### config.mk
export PLATFORM = sky130hd
export DESIGN_NAME = mii_mgmt_master
export DESIGN_NICKNAME = d
export VERILOG_FILES = /design/src/rtl/mii_mgmt_pkg.sv /design/src/rtl/mii_clk_div.sv /design/src/rtl/mii_frame_engine.sv /design/src/rtl/mii_csr.sv /design/src/rtl/mii_mgmt_master.sv
export SDC_FILE = /design/constraint.sdc
export NUM_CORES = 1
export LEC_CHECK = 0
export ABC_CLOCK_PERIOD_IN_PS = 2400
export BUFFER_PORTS_ARGS = -buffer_cell sky130_fd_sc_hd__buf_4
export CAP_MARGIN = 20
export CORE_MARGIN = 2
export CORE_UTILIZATION = 35
export DETAILED_ROUTE_END_ITERATION = 10
export HOLD_SLACK_MARGIN = 0.02
export SKIP_LAST_GASP = 1
export SLEW_MARGIN = 5
export SYNTH_ARGS = -nofsm -noshare
export SYNTH_HDL_FRONTEND = slang
export SYNTH_SLANG_ARGS = --single-unit
### constraint.sdc
create_clock -name clk_i -period 2.4 [get_ports clk_i]
set_input_delay 0.36 -clock clk_i [delete_from_list [all_inputs] [get_ports clk_i]]
set_output_delay 0.36 -clock clk_i [all_outputs]
set_load 0.02 [all_outputs]
### src/rtl/mii_mgmt_pkg.sv
package mii_mgmt_pkg;
  localparam int FRAME_BITS = 64;
  localparam int ADDR_W     = 5;
  localparam int DATA_W     = 16;
  localparam int PHY_LSB    = 11;
  localparam int REG_LSB    = 6;
  localparam int DIR_BIT    = 1;
  localparam int BUSY_BIT   = 0;
  localparam int TA_POS     = 46;
  localparam int DATA_POS   = 48;
  localparam int IDX_W      = $clog2(FRAME_BITS);

  typedef struct packed {
    logic [ADDR_W-1:0] phy;
    logic [ADDR_W-1:0] regad;
    logic              wr;
  } mii_cmd_t;

  function automatic logic [FRAME_BITS-1:0] mk_frame(mii_cmd_t c, logic [DATA_W-1:0] wd);
    mk_frame = {32'hFFFF_FFFF, 2'b01, (c.wr ? 2'b01 : 2'b10), c.phy, c.regad,
                (c.wr ? 2'b10 : 2'b11), (c.wr ? wd : 16'hFFFF)};
  endfunction
endpackage

### src/rtl/mii_clk_div.sv
module mii_clk_div #(
  parameter int DIV = 64
) (
  input  logic clk_i,
  input  logic rst_ni,
  input  logic run_i,
  output logic mdc_o,
  output logic rise_o,
  output logic fall_o
);
  localparam int HALF = DIV / 2;
  localparam int CW   = $clog2(DIV);
  localparam logic [CW-1:0] HALF_M1 = CW'(HALF - 1);
  localparam logic [CW-1:0] LAST    = CW'(DIV - 1);

  logic [CW-1:0] cnt_q;
  logic          mdc_q;

  assign rise_o = run_i && (cnt_q == HALF_M1);
  assign fall_o = run_i && (cnt_q == LAST);
  assign mdc_o  = mdc_q;

  always_ff @(posedge clk_i or negedge rst_ni) begin
    if (!rst_ni) begin
      cnt_q <= '0;
      mdc_q <= 1'b0;
    end else if (!run_i) begin
      cnt_q <= '0;
      mdc_q <= 1'b0;
    end else begin
      cnt_q <= (cnt_q == LAST) ? '0 : cnt_q + 1'b1;
      if (rise_o) mdc_q <= 1'b1;
      else if (fall_o) mdc_q <= 1'b0;
    end
  end

  AST_MDC_IDLE_LOW: assert property (@(posedge clk_i) disable iff (!rst_ni)
    !run_i && !$past(run_i) |-> !mdc_o);
endmodule

### src/rtl/mii_frame_engine.sv
module mii_frame_engine
  import mii_mgmt_pkg::*;
#(
  parameter int DIV = 64
) (
  input  logic              clk_i,
  input  logic              rst_ni,
  input  logic              start_i,
  input  mii_cmd_t          cmd_i,
  input  logic [DATA_W-1:0] wdata_i,
  input  logic              rise_i,
  input  logic              fall_i,
  input  logic              mdio_i,
  output logic              busy_o,
  output logic              mdio_o,
  output logic              mdio_oe_o,
  output logic              rd_done_o,
  output logic [DATA_W-1:0] rdata_o
);
  localparam int FRAME_CYC = FRAME_BITS * DIV;
  localparam int CYC_W     = $clog2(FRAME_CYC + 1);
  localparam logic [IDX_W-1:0] LAST_IDX = IDX_W'(FRAME_BITS - 1);

  logic                  busy_q, is_rd_q;
  logic [FRAME_BITS-1:0] sh_q;
  logic [IDX_W-1:0]      idx_q;
  logic [DATA_W-1:0]     rd_q;
  logic                  last_fall;

  assign last_fall = busy_q && fall_i && (idx_q == LAST_IDX);
  assign busy_o    = busy_q;
  assign mdio_o    = sh_q[FRAME_BITS-1];
  assign mdio_oe_o = busy_q && !(is_rd_q && (idx_q >= IDX_W'(TA_POS)));
  assign rd_done_o = last_fall && is_rd_q;
  assign rdata_o   = rd_q;

  always_ff @(posedge clk_i or negedge rst_ni) begin
    if (!rst_ni) begin
      busy_q  <= 1'b0;
      is_rd_q <= 1'b0;
      sh_q    <= '0;
      idx_q   <= '0;
      rd_q    <= '0;
    end else if (!busy_q) begin
      if (start_i) begin
        busy_q  <= 1'b1;
        is_rd_q <= !cmd_i.wr;
        sh_q    <= mk_frame(cmd_i, wdata_i);
        idx_q   <= '0;
        rd_q    <= '0;
      end
    end else begin
      if (rise_i && is_rd_q && (idx_q >= IDX_W'(DATA_POS)))
        rd_q <= {rd_q[DATA_W-2:0], mdio_i};
      if (fall_i) begin
        if (idx_q == LAST_IDX) begin
          busy_q <= 1'b0;
        end else begin
          idx_q <= idx_q + 1'b1;
          sh_q  <= {sh_q[FRAME_BITS-2:0], 1'b0};
        end
      end
    end
  end

  // frame-length watch, independent of the bit counter
  logic [CYC_W-1:0] cyc_q;
  always_ff @(posedge clk_i or negedge rst_ni) begin
    if (!rst_ni)      cyc_q <= '0;
    else if (busy_q)  cyc_q <= cyc_q + 1'b1;
    else              cyc_q <= '0;
  end

  AST_BUSY_BOUNDED: assert property (@(posedge clk_i) disable iff (!rst_ni)
    busy_q |-> cyc_q < CYC_W'(FRAME_CYC));
  AST_OE_IDLE_LOW: assert property (@(posedge clk_i) disable iff (!rst_ni)
    !busy_q |-> !mdio_oe_o);
  AST_READ_RELEASED: assert property (@(posedge clk_i) disable iff (!rst_ni)
    busy_q && is_rd_q && rise_i && (idx_q >= IDX_W'(DATA_POS)) |-> !mdio_oe_o);
endmodule

### src/rtl/mii_csr.sv
module mii_csr
  import mii_mgmt_pkg::*;
(
  input  logic              clk_i,
  input  logic              rst_ni,
  input  logic              reg_sel_i,
  input  logic              reg_we_i,
  input  logic [31:0]       reg_wdata_i,
  output logic [31:0]       reg_rdata_o,
  input  logic              busy_i,
  input  logic              rd_done_i,
  input  logic [DATA_W-1:0] rdata_i,
  output logic              start_o,
  output mii_cmd_t          cmd_o,
  output logic [DATA_W-1:0] wdata_o
);
  mii_cmd_t    cmd_q, cmd_new;
  logic [31:0] data_q;

  assign cmd_new.phy   = reg_wdata_i[PHY_LSB +: ADDR_W];
  assign cmd_new.regad = reg_wdata_i[REG_LSB +: ADDR_W];
  assign cmd_new.wr    = reg_wdata_i[DIR_BIT];
  assign start_o       = reg_we_i && !reg_sel_i && !busy_i;
  assign cmd_o         = cmd_new;
  assign wdata_o       = data_q[DATA_W-1:0];

  always_comb begin
    reg_rdata_o = '0;
    if (reg_sel_i) begin
      reg_rdata_o = data_q;
    end else begin
      reg_rdata_o[PHY_LSB +: ADDR_W] = cmd_q.phy;
      reg_rdata_o[REG_LSB +: ADDR_W] = cmd_q.regad;
      reg_rdata_o[DIR_BIT]           = cmd_q.wr;
      reg_rdata_o[BUSY_BIT]          = busy_i;
    end
  end

  always_ff @(posedge clk_i or negedge rst_ni) begin
    if (!rst_ni) begin
      cmd_q  <= '0;
      data_q <= '0;
    end else begin
      if (start_o) cmd_q <= cmd_new;
      if (rd_done_i)                  data_q <= {{(32-DATA_W){1'b0}}, rdata_i};
      else if (reg_we_i && reg_sel_i) data_q <= reg_wdata_i;
    end
  end

  AST_CMD_HELD: assert property (@(posedge clk_i) disable iff (!rst_ni)
    busy_i && $past(busy_i) |-> $stable(cmd_q));
endmodule

### src/rtl/mii_mgmt_master.sv
module mii_mgmt_master
  import mii_mgmt_pkg::*;
#(
  parameter int MDC_DIV = 64
) (
  input  logic        clk_i,
  input  logic        rst_ni,
  input  logic        reg_sel_i,
  input  logic        reg_we_i,
  input  logic [31:0] reg_wdata_i,
  output logic [31:0] reg_rdata_o,
  output logic        mdc_o,
  output logic        mdio_o,
  output logic        mdio_oe_o,
  input  logic        mdio_i
);
  logic              busy, start, rise, fall, rd_done;
  mii_cmd_t          cmd;
  logic [DATA_W-1:0] wdata, rdata;

  mii_csr u_csr (
    .clk_i, .rst_ni, .reg_sel_i, .reg_we_i, .reg_wdata_i, .reg_rdata_o,
    .busy_i(busy), .rd_done_i(rd_done), .rdata_i(rdata),
    .start_o(start), .cmd_o(cmd), .wdata_o(wdata)
  );

  mii_clk_div #(.DIV(MDC_DIV)) u_div (
    .clk_i, .rst_ni, .run_i(busy), .mdc_o, .rise_o(rise), .fall_o(fall)
  );

  mii_frame_engine #(.DIV(MDC_DIV)) u_eng (
    .clk_i, .rst_ni, .start_i(start), .cmd_i(cmd), .wdata_i(wdata),
    .rise_i(rise), .fall_i(fall), .mdio_i, .busy_o(busy), .mdio_o,
    .mdio_oe_o, .rd_done_o(rd_done), .rdata_o(rdata)
  );

  AST_MDIO_STABLE_MDC_HIGH: assert property (@(posedge clk_i) disable iff (!rst_ni)
    mdc_o && $past(mdc_o) |-> $stable(mdio_o));
endmodule

==> out/qor.txt <==
Placed Area: 6930 um^2
top-count cell post-synth: nand2_1
Yosys top cell by area: dfrtp_1
syn avg cell area: 9.32 um^2
top post-synthesis cells by area: dfrtp_1, nand2_1, o21ai_0, mux2i_1, a21oi_1
overall die width: 136 um
Top FF cell, synth: dfrtp_1
CP max FO: 13
Setup Viol. Count Final: 0
hold_buf cts: 1
worst-path cell chain: inv_1, o21ai_0, buf_4
antenna-violating nets left: 0
clk slew on worst S/H paths: 0.06 ns
GRT Util Overall: 0.168
register area share after synthesis: 0.563
routed length per instance: 15.7 um
post-synth top area share: 0.563
Worst R2R Path Depth: 6
Critical Path RT: 2.04 ns
FF-to-FF setup slack: 0.37 ns
htree depth: 4
Core Footprint: 17200 um^2
gpl congestion: 0.808
syn nets: 697
Worst R2R Start: u_eng.idx_q[0]$_DFFE_PN0P_
Post-synth top cells: nand2_1, dfrtp_1, o21ai_0
Net count, final: 757
Max VDD drop: 0.486 mV
DRT Pass-1 Iters: 5
TritonCTS clock tree: built
path type of the worst setup path: flip-flop to primary output
min-delay src: reg_wdata_i[9]
Worst Setup SP: u_eng.busy_o$_DFF_PN0_
Yosys reg bits: 138
Synth cell types: 34
fraction of layout cells with a size suffix above 1: 0.186
final instance area: 7540 um^2
max-slew violation count: 0
die area: 18600 um^2
Post-CTS Repair Setup Buffers: 0
Skew-Pair Late Insertion Delay: 0.42 ns
Final WS setup: 0.326 ns
pre-CTS WS: 0.369 ns
CTS buffer count: 17
hold endpoint: u_csr.cmd_q[4]$_DFFE_PN0P_
leakage: 3.36 nW
GRT overflow: 0
Slew @ Worst Pin: 0.547 ns
Hold Path Depth: 3
worst rel slew slack: 0.635
mean number of vias per cell: 5.08
cts repair resizes: 0
synthesized cell area: 6130 um^2
CP max stage cell: dfrtp_1
total number of vias: 4861
Total Wirelength: 15000 um
largest net degree at the start of global routing: 66
Setup Skew: 0.00890 ns
io pins: 72
DRC: 0
Starting Density: 0.356
Post-synth EDFFs: 0
initial antenna violation count: 0
RR Endpoint: u_eng.sh_q[9]$_DFFE_PN0P_
n_diodes: 0
RSZ-0062 raised after global routing: no
CP peak stage delay: 0.50 ns
Finished Core Util: 0.438
clock buffer depth: 2
port bufs: 71
area grow syn2layout: 23.1%
vias in the first global route: 4801
die height: 136 um
Sink Count: 138
Final Hold Fails: 0
# rows: 48
first-pass GRT wire length: 24300 um
Synth async-reset ratio: 1.00
Worst Hold Slack: 0.152 ns
max cap viols: 0
run status: completed
Worst setup SP type: flip-flop
fmax: 0.482 GHz
HPWL after DPL: 9640 um
Starting DRT DRC Count: 309
Root Driver: clkbuf_16
Setup TNS Final: 0 ns
Tcrit/Tclk final: 0.864
power density over the cells: 745 nW/um^2
Min-Delay Path Class: input pin to flip-flop
YS warnings: 0
crit path DAT: 1.71 ns
min Tclk post-route: 2.07 ns
endpoint type of the worst setup path: primary output
synthesized netlist cell count: 658
-- area by class of cell --
cell class                      instances  area (um^2)
Clock buffer                           20          457
Clock inverter                         12          148
Fill cell                            1651         9690
Inverter                                3         11.3
Multi-Input combinational cell        468         2470
Sequential cell                       138         3450
Tap cell                              225          282
Timing Repair Buffer                   90          719
-- per-layer routing --
metal  vias to the layer above  share of wire  global-route usage
met5                         -              0                   0
met4                         0         0.0068              0.0394
met3                        10          0.054              0.0533
met2                       107           0.48               0.277
met1                      2390           0.46               0.215
li1                       2354              -                   -
-- worst max-delay path by stage --
stage / end / slack [ns]
final: reg_rdata_o[0] / 0.33
after global routing: reg_rdata_o[0] / 0.23
after CTS: mdio_oe_o / 0.33
after detailed placement: u_csr.data_q[9]$_DFFE_PN0P_ / 0.37
after global placement: u_eng.sh_q[28]$_DFFE_PN0P_ / 0.45
after floorplan: u_eng.sh_q[10]$_DFFE_PN0P_ / 0.57
-- cells by family after synthesis --
family                   count (synthesis)  share of synthesized area
AO/OA/AOI/OAI                          145                      0.124
adder cells (fa/ha/maj)                  2                    0.00408
flip-flops                             138                      0.563
AND/OR/NAND/NOR                        280                      0.202
XOR/XNOR                                 3                    0.00429
multiplexers                            38                     0.0643
buffers and inverters                   52                     0.0376
-- report_power, final --
part / switching (mW) / internal [mW]
Combinational: 0.261 / 0.217
Sequential: 0.0754 / 2.43
Clock: 0.961 / 1.68
Total: 1.30 / 4.33
-- registers in the layout, summed over array words and instances (netlist names) --
register / flops
u_div.mdc_o: 1
u_csr.data_q: 32
u_eng.is_rd_q: 1
u_eng.busy_o: 1
u_div.cnt_q: 6
u_eng.rdata_o: 16
u_eng.idx_q: 6
u_eng.sh_q: 64
u_csr.cmd_q: 11
-- layout by cell type, fill, tap and decap left out, drive strengths merged, types with 15 or more instances in the layout --
cell	n
nand2	182
dfrtp	138
buf	89
o21ai	73
a21oi	50
nor3	29
mux2i	27
nand3	25
and2	24
clkbuf	20
o22ai	15
-- metrics by stage --
stage          power, mW  instances
2_1_floorplan       2.77        658
3_3_place_gp        3.02        923
3_5_place_dp        3.03        923
4_1_cts             5.70        956
5_1_grt             5.87        956
6_report            5.62        956
-- critical path, delay by kind of cell, from the launching register on --
family,cells,cell delay [ns]
flip-flops,1,0.50
buffers and inverters,2,0.46
AO/OA/AOI/OAI,1,0.34
(Power assumes the default switching activity.)
